File: config.mk
export PLATFORM = sky130hd
export DESIGN_NAME = dt_gen
export DESIGN_NICKNAME = d
export VERILOG_FILES = /design/src/rtl/dt_gen_pkg.sv /design/src/rtl/dt_code_latch.sv /design/src/rtl/dt_gate_seq.sv /design/src/rtl/dt_gen.sv
export SDC_FILE = /design/constraint.sdc
export NUM_CORES = 1
export LEC_CHECK = 0
export BUFFER_PORTS_ARGS = -buffer_cell sky130_fd_sc_hd__buf_2
export CELL_PAD_IN_SITES_DETAIL_PLACEMENT = 1
export CELL_PAD_IN_SITES_GLOBAL_PLACEMENT = 1
export CORE_MARGIN = 2
export CORE_UTILIZATION = 40
export DETAILED_ROUTE_END_ITERATION = 8
export GPL_ROUTABILITY_DRIVEN = 1
export PLACE_DENSITY = 0.78
export REMOVE_ABC_BUFFERS = 1
export SETUP_SLACK_MARGIN = 0.1
export SYNTH_ARGS = -nofsm -noshare
export SYNTH_HDL_FRONTEND = slang
export SYNTH_SLANG_ARGS = --single-unit
File: constraint.sdc
create_clock -name clk -period 1.6 [get_ports clk]
set_input_delay 0.24 -clock clk [delete_from_list [all_inputs] [get_ports clk]]
set_output_delay 0.24 -clock clk [all_outputs]
set_load 0.005 [all_outputs]
File: src/rtl/dt_gen_pkg.sv
package dt_gen_pkg;
  localparam int DT_CODE_W = 3;
  localparam int DT_TICK_W = 8;
  localparam int DT_CODES  = 1 << DT_CODE_W;
  // Default gap table, entry for code 0 in the lowest slice
  localparam logic [DT_CODES*DT_TICK_W-1:0] DT_DEFAULT_TABLE = {
    8'd18, 8'd24, 8'd27, 8'd30, 8'd48, 8'd74, 8'd98, 8'd124
  };
endpackage

File: src/rtl/dt_code_latch.sv
module dt_code_latch #(
  parameter int CODE_W = 3,
  parameter int TICK_W = 8,
  parameter logic [(1<<CODE_W)*TICK_W-1:0] TICK_TABLE = '0
) (
  input  logic              clk,
  input  logic              rst,
  input  logic [CODE_W-1:0] code_in,
  output logic [TICK_W-1:0] ticks
);
  logic [TICK_W-1:0] ticks_q;

  // Track the code only while reset is held; freeze on release
  always_ff @(posedge clk) begin
    if (rst) ticks_q <= TICK_TABLE[int'(code_in)*TICK_W +: TICK_W];
  end

  assign ticks = ticks_q;


  frozen_code_chk: assert property (@(posedge clk) disable iff (rst)
    !$past(rst) |-> $stable(ticks_q));
endmodule

File: src/rtl/dt_gate_seq.sv
module dt_gate_seq #(
  parameter int TICK_W = 8
) (
  input  logic              clk,
  input  logic              rst,
  input  logic              drive,
  input  logic [TICK_W-1:0] ticks,
  output logic              hs_en,
  output logic              ls_en
);
  logic              started;
  logic              tgt;
  logic [TICK_W-1:0] cnt;
  logic              hs_q, ls_q;
  logic              new_level;

  assign new_level = !started || (drive != tgt);

  always_ff @(posedge clk) begin
    if (rst) begin
      started <= 1'b0;
      tgt     <= 1'b0;
      cnt     <= '0;
      hs_q    <= 1'b0;
      ls_q    <= 1'b0;
    end else if (new_level) begin
      started <= 1'b1;
      tgt     <= drive;
      cnt     <= ticks;
      hs_q    <= 1'b0;
      ls_q    <= 1'b0;
    end else if (cnt == TICK_W'(1)) begin
      cnt  <= '0;
      hs_q <= tgt;
      ls_q <= !tgt;
    end else if (cnt != '0) begin
      cnt <= cnt - TICK_W'(1);
    end
  end

  assign hs_en = hs_q;
  assign ls_en = ls_q;


  no_overlap_chk: assert property (@(posedge clk) !(hs_q && ls_q));

  reset_off_chk: assert property (@(posedge clk) rst |=> (!hs_q && !ls_q));

  edge_drop_chk: assert property (@(posedge clk) disable iff (rst)
    (started && drive != tgt) |=> (!hs_q && !ls_q));

  hs_rise_dir_chk: assert property (@(posedge clk) disable iff (rst)
    $rose(hs_q) |-> $past(drive));

  ls_rise_dir_chk: assert property (@(posedge clk) disable iff (rst)
    $rose(ls_q) |-> !$past(drive));

  no_early_on_chk: assert property (@(posedge clk) disable iff (rst)
    (cnt > TICK_W'(1)) |=> (!hs_q && !ls_q));
endmodule

File: src/rtl/dt_gen.sv
module dt_gen
  import dt_gen_pkg::*;
#(
  parameter int CODE_W = DT_CODE_W,
  parameter int TICK_W = DT_TICK_W,
  parameter logic [(1<<CODE_W)*TICK_W-1:0] TICK_TABLE = DT_DEFAULT_TABLE
) (
  input  logic              clk,
  input  logic              rst,
  input  logic              drive,
  input  logic [CODE_W-1:0] dly_code,
  output logic              hs_en,
  output logic              ls_en
);
  logic [TICK_W-1:0] ticks;

  dt_code_latch #(
    .CODE_W(CODE_W), .TICK_W(TICK_W), .TICK_TABLE(TICK_TABLE)
  ) u_latch (
    .clk(clk), .rst(rst), .code_in(dly_code), .ticks(ticks)
  );

  dt_gate_seq #(.TICK_W(TICK_W)) u_seq (
    .clk(clk), .rst(rst), .drive(drive), .ticks(ticks),
    .hs_en(hs_en), .ls_en(ls_en)
  );


  nonzero_gap_chk: assert property (@(posedge clk) disable iff (rst)
    ticks != '0);
endmodule

Word-level counts from Yosys, hierarchy flattened
Index checks and enable logic that the tools add are counted.
W data, S select, Z words.
- add/sub/neg operators: 1
- eq/ne operators: 2
- shift operators: 1
- muxes and demuxes: 3
- reduce and logical (&&, ||, !) cells: 6
- operator list (operator ; count):
    $shiftx A64 B7 Y8 const A ; 1
    $mux W8 ; 3
    $eq A8 B1 Y1 const B ; 1
    $reduce_bool A8 Y1 ; 1
    $sub A8 B1 Y8 const B ; 1
    $reduce_bool A3 Y1 ; 1
    $logic_not A1 Y1 ; 2
    $reduce_or A2 Y1 ; 1
    $logic_or A1 B1 Y1 ; 1
    $ne A1 B1 Y1 ; 1
- register bits: 20
- input bits: 6
- output and inout port bits: 2
- logic and storage cells: 19

Logic depth before layout (Yosys ltp)
Gate-level depths: netlist of run 1.
- depth in word-level cells: 4
- mapped depth: 6
- depth with buffers taken out: 6

Hierarchy
From an unflattened synthesis of run 1, not the netlist that was laid out.
- cells, all modules: 91
- area, all modules: 919.6 um2
- modules (own cells, without submodules) (module ; instances ; cells each ; area an instance (um2) ; sequential area each (um2)):
    dt_gate_seq ; 1 ; 72 ; 623.1 ; 240.2
    dt_code_latch ; 1 ; 19 ; 296.5 ; 210.2

Least setup slack after synthesis of run 1
Ideal clock, no wire load.
- kind: reg-to-reg
- start: register u_seq.cnt[0]
- end: register u_seq.cnt[6]
- setup time: 0.122 ns
- arrival time: 1.464 ns
- data required time: 1.478 ns
- setup slack: 0.015 ns
- cell stages (with the launch flop): 7
- path through: dfxtp_1 inv_1 ha_1 or3b_2 nor3_1 mux2i_1 a21oi_1
- word-level cells in the longest chain between the ends: 4
- elaborated cells between the ends (all ways): 7
- classes of those cells: 1 x add/sub; 1 x eq/ne; 3 x mux; 2 x reduce/logical
- RTL lines (item ; RTL line ; source):
    start, declared ; dt_gate_seq.sv:13 ; logic [TICK_W-1:0] cnt;
    start signal, assigned ; dt_gate_seq.sv:29 ; cnt <= ticks;
    start signal, assigned ; dt_gate_seq.sv:37 ; cnt <= cnt - TICK_W'(1);
    $sub A8 B1 Y8 ; dt_gate_seq.sv:37 ;
    $mux W8 ; dt_gate_seq.sv:36 ; end else if (cnt != '0) begin
    $mux W8 ; dt_gate_seq.sv:32 ; end else if (cnt == TICK_W'(1)) begin
    $mux W8 ; dt_gate_seq.sv:26 ; end else if (new_level) begin
Parallel ways exist; a longest one is shown, timed or not. The select of a mux whose other input is x is not followed.
A chain may end at the register's enable or synchronous reset.

Worst setup path in the final report of run 1
- start: register u_seq.cnt[1]
- end: register u_seq.cnt[5]
The elaborated chain is that of the path after synthesis.

==> impl_metrics.toml, run 1 <==
[logic_synthesis]
synth_seq_area_share_pct = 48.52
synthTopCellsByArea = "dfxtp_1 (26%), edfxtp_1 (23%), ha_1 (5.4%), mux2i_1 (4.3%), nand2_1 (2.8%)"
postSynthCellCount = 89
yosysTopAreaCellShare_pct = 25.88
ys_warn_count = 0
syn_area_per_cell_sq_um = 10.43
ys_types = 32
synth_top_area_cell = "dfxtp_1"
ys_ff_latch = 19
netlist_area_sq_um = 928.4

[finish]
area_growth_pct = 30.32
n_antenna_cell = 0
design_area_sq_mm = 0.001210
fin_cells = 138
final_common_cell = "dfxtp_1"
nets = 121
final_cell_mix = "dfxtp_1 (8), nand2_1 (7), buf_2 (7), buf_4 (7), edfxtp_1 (7)"
final_core_util_pct = 54.69
drive_gt1_share_pct = 42.73

[grt]
grt_pass1_wl_mm = 3.615
grt_overflow = 0
grt_use_total_pct = 18.55
grt_max_degree = 13
antenna_found_initial = 0
grt_pass1_vias = 729

[timing]
clock.fmax_ghz = 0.6631
max_slew.worst_pin.slew_ns = 0.3843
finalClockSkew_ns = 0.003980
fin_crit_sh_pct = 94.26
holdWs_ns = 0.1916
setup_viol = 0
slew_viol_final = 0
fin_crit_ns = 1.508
relSlewSlack_pct = 74.19
hold_viol = 0
rsz0062_at_grt = "true"

[detailed_routing]
final_antenna_net_count = 0
vias_per_cell = 5.268
wl_per_cell_microns = 16.64
initialDrtViolationCount = 2
wirelength_mm = 2.296
firstDrtPassIters = 4
vias = 727
drcViolationCount = 0

[worst_setup_path]
end_kind = "flop"
arrival_ns = 1.69
path_max_fanout = 4
cp.required_ns = 1.78
cp-start-kind = "flop"
worstSetupPathType = "flop to flop"

[clock_tree]
clock_sinks = 19
cts_buffers = 3
cts_root_buffer = "clkbuf_4"
clk_latency_ns = 0.29
clk_pin_slew_ns = 0.11
cts_tree = "yes"
htree_levels = 1
clk_path_buf_depth = 2
cts_hold_buf = 0

[worst_hold_path]
hold_class = "input pin to flop"

[die]
io_pins = 8
initial_utilization_pct = 41.97
die_x_microns = 52.18
rows = 17
dieArea_sq_mm = 0.002722
fp.dieH_microns = 52.18
core_area_sq_mm = 0.002212

[placement]
dp.cells = 132
placed_area_sq_mm = 0.001061
place.port_buffers = 7
hpwl_mm = 1.455
place_congestion = 0.7793

[pwr]
p_leak_nw = 0.4689
switchingPower_mw = 0.3491
irDropWorstVdd_uv = 498.7
p_int_mw = 0.8047
power_density_mw_per_mm2 = 953.6
switching_share_pct = 30.26
p_clk_share_pct = 20.9
p_seq_share_pct = 50.5
combPwrFrac_pct = 28.6
power_mw = 1.154

[flow_run]
cap_violations = 0

[run_status]
outcome = "finished clean"
-- path summary, 6_finish.rpt --
check                from      endpoint  slack [ns]  cells after the start
min reg2reg   u_seq.ls_en   u_seq.ls_en        0.49                      2
max reg2reg  u_seq.cnt[1]  u_seq.cnt[5]        0.09                      5
max          u_seq.cnt[1]  u_seq.cnt[5]        0.09                      5
min                 drive     u_seq.tgt        0.19                      2
-- cell families after synthesis --
group                    after synthesis  share of synthesized area, %
AND/OR/NAND/NOR                       38                         26.42
flip-flops                            19                         48.52
AO/OA/AOI/OAI                         18                         12.26
buffers and inverters                  5                         2.155
multiplexers                           4                         4.313
adder cells (fa/ha/maj)                4                         5.391
XOR/XNOR                               1                        0.9436
-- layout make-up --
cell class | instances | area (sq um)
inverters | 4 | 17.52
multi-input cells | 65 | 538.0
flip-flops and latches | 19 | 460.4
clock buffers | 4 | 26.28
well taps | 28 | 35.03
fillers | 253 | 1002
repair buffers | 18 | 132.6
-- critical path, cell delays in order, from the launching register on --
cell	delay, ns
dfxtp_2	0.35
buf_6	0.11
or4_4	0.53
o21a_1	0.22
o21ai_2	0.12
a211oi_2	0.07
-- power by group through the flow --
stage	sequential (mW)	combinational [mW]	clock, mW
CTS	0.577	0.271	0.249
finish	0.583	0.330	0.241
global route	0.589	0.358	0.277
detailed placement	0.584	0.242	0
global placement	0.580	0.233	0
floorplan	0.583	0.146	0
-- metal layers --
layer  share of wire, %  global-route usage [%]
met1                 41                   24.18
met4                1.8                   7.692
met2                 54                   30.17
met3                2.6                   3.429
met5                  0                       0
-- flip-flops by register name, indices dropped and copies added, names as in the netlist --
signal / count
u_seq.started: 1
u_latch.ticks: 7
u_seq.cnt: 8
u_seq.ls_en: 1
u_seq.hs_en: 1
u_seq.tgt: 1
-- metrics by stage --
| step | TNS, ns | setup WS, ns |
|---|---|---|
| 3_5_place_dp | -0.1231 | -0.09644 |
| 3_3_place_gp | -0.02386 | -0.02386 |
| 6_report | 0 | 0.09185 |
| 4_1_cts | 0 | 0.07590 |
| 2_1_floorplan | 0 | 0.003682 |
| 5_1_grt | 0 | 0.02249 |
-- Yosys cell counts (all sizes together) --
| cell type | number |
|---|---|
| dfxtp | 12 |
| edfxtp | 7 |
| nand2 | 7 |
| o21ai | 6 |
| a21oi | 5 |
| nor2 | 5 |
| ha | 4 |
| inv | 4 |
| mux2i | 4 |
| nand2b | 4 |
| nand3 | 4 |
| nor3 | 4 |
| a31oi | 3 |
| a211oi | 2 |
| nand3b | 2 |
| nor2b | 2 |
| nor4 | 2 |
| or2 | 2 |
| and2 | 1 |
| buf | 1 |
| nand4 | 1 |
| nor3b | 1 |
| nor4b | 1 |
| o21a | 1 |
| o31ai | 1 |
| or3b | 1 |
| or4 | 1 |
| xnor2 | 1 |
-- what timing repair did --
action / CTS / global route
gates resized for setup: 13 / 19
endpoints found under the setup margin: 6 / 9
buffers inserted: 1 / 1
pin swaps: 5 / 3
Note: power is estimated with default switching activity, not from simulation.
==> run 2, diff against run 1 <==
Settings changed: BUFFER_PORTS_ARGS -buffer_cell sky130_fd_sc_hd__buf_2 to unset, CORE_UTILIZATION 40 to 42, DONT_BUFFER_PORTS set to 1, PLACE_DENSITY 0.78 to 0.77.
==> impl_metrics.toml, run 2 (synthesized netlist as in run 1, its figures left out) <==
[run_status]
outcome = "complete, but fails checks"
violations = "hold timing, setup timing"

[worst_setup_path]
arrival_ns = 1.84
path_max_fanout = 5
worstReg2RegStart = "u_seq.cnt[1]"
end_kind = "flop"
reg2regPathDepth = 7
cp.required_ns = 1.82
crit_slowest_cell = "dfxtp_2"
rrSetupSlack_ns = -0.01
crit_path_frequent_cell = "buf_4"
slowest_delay_ns = 0.36
cp-start-kind = "flop"
worstSetupPathType = "flop to flop"
startpoint = "u_seq.cnt[1]"
timing.rr.end = "u_seq.cnt[0]"
crit_chain = "inv_2 > ha_1 > nor4b_2 > nand4_1 > buf_4 > buf_4 > a31oi_1"

[timing]
fin_crit_sh_pct = 100.9
setup_viol = 1
tns_ns = -0.01374
max_slew.worst_pin.slew_ns = 0.3522
rsz0062_at_grt = "true"
fin_crit_ns = 1.614
relSlewSlack_pct = 76.34
fin_ws_ns = -0.01374
finalClockSkew_ns = 0.004568
clock.fmax_ghz = 0.6197
holdWs_ns = -0.002630
slew_viol_final = 0
hold_viol = 1

[grt]
grt_pass1_vias = 762
grt_max_degree = 13
grt_pass1_wl_mm = 3.498
grt_use_total_pct = 18.11
antenna_found_initial = 0
grt_overflow = 0

[clock_tree]
cts_buffers = 3
clk_pin_slew_ns = 0.11
htree_levels = 1
cts_tree = "yes"
clock_sinks = 19
clk_latency_ns = 0.31
cts_root_buffer = "clkbuf_4"
clk_path_buf_depth = 2

[die]
core_area_sq_mm = 0.002148
io_pins = 8
die_x_microns = 51.02
dieArea_sq_mm = 0.002603
rows = 17
fp.dieH_microns = 51.02
initial_utilization_pct = 43.21

[finish]
area_growth_pct = 26.42
final_cell_mix = "buf_4 (14), dfxtp_1 (9), nand2_1 (7), edfxtp_1 (7), nor2_1 (5)"
nFillCells = 244
nets = 118
largest_reg_flops = 8
final_common_cell = "buf_4"
regMostFlops = "u_seq.cnt"
drive_gt1_share_pct = 36.45
fin_cells = 135
n_antenna_cell = 0
final_core_util_pct = 54.63

[detailed_routing]
vias = 736
final_antenna_net_count = 0
wl_per_cell_microns = 15.56
wirelength_mm = 2.100
drcViolationCount = 0
initialDrtViolationCount = 14
firstDrtPassIters = 4
vias_per_cell = 5.452

[pwr]
p_leak_nw = 0.4433
irDropWorstVdd_uv = 622.7
power_density_mw_per_mm2 = 971.7

[placement]
place.port_buffers = 0
place_congestion = 0.7964
hpwl_mm = 1.450
post-place-ws_ns = -0.1637
dp.cells = 124

[worst_hold_path]
hold_class = "input pin to flop"
whs_path_depth = 1
hold_path_end = "u_seq.hs_en"
worstHoldStart = "rst"

[flow_run]
cap_violations = 0
run 2: changes by cell type in the layout (fill, tap and decap cells not counted), sizes merged:
cell / change
buf: -4
dlygate4sd3: +1
run 2: critical path: cells and delay by family, from the launching register on:
kind	cells	cell delay [ns]
adders and majority gates	1	0.20
AOI/OAI and AO/OA	1	0.17
buffers and inverters	3	0.38
and+or+nand+nor	2	0.41
DFF	1	0.36
run 2: worst max-delay path by stage:
stage,end,cells after the start
2_1_floorplan,u_seq.cnt[6],6
3_3_place_gp,u_seq.cnt[6],6
3_5_place_dp,u_seq.cnt[6],6
4_1_cts,u_seq.cnt[6],6
5_1_grt,u_seq.cnt[0],7
6_report,u_seq.cnt[0],7
run 2: routing by layer:
| metal | GRT usage [%] | vias to the layer above | wire length (microns) |
|---|---|---|---|
| met1 | 21.88 | 362 | 937 |
| met2 | 31.82 | 9 | 1079 |
| li1 | - | 360 | - |
| met3 | 2.924 | 5 | 40 |
| met5 | 0 | - | 0 |
| met4 | 7.207 | 0 | 42 |
run 2: per-stage QoR:
step	instance area [sq um]	total power [mW]
floorplan	923.4	0.7289
global placement	1018	0.7974
detailed placement	1018	0.8104
CTS	1136	1.116
global route	1174	1.192
finish	1174	1.140
run 2: what timing repair did:
action / in CTS / in global routing
setup endpoints to repair: 7 / 9
pin swaps: 9 / 8
hold buffers: 1 / 0
cloned: 0 / 0
hold endpoints to repair: 2 / 0
buffers inserted: 4 / 3
gates resized for setup: 16 / 5
run 2: final cells by class:
class / instances / area (sq um) / share of cell area [%]
tap: 28 / 35.03 / 2.985
clock buffer: 4 / 26.28 / 2.239
inverter: 4 / 15.01 / 1.279
multi-input combinational: 65 / 528.0 / 44.99
timing repair buffer: 15 / 115.1 / 9.808
sequential: 19 / 454.2 / 38.70
run 2: where the power goes:
group	leakage, nW	switching [mW]	internal (mW)
Combinational	0.260	0.151	0.154
Clock	0.0150	0.161	0.0974
Sequential	0.168	0.0335	0.544
Total	0.443	0.345	0.796
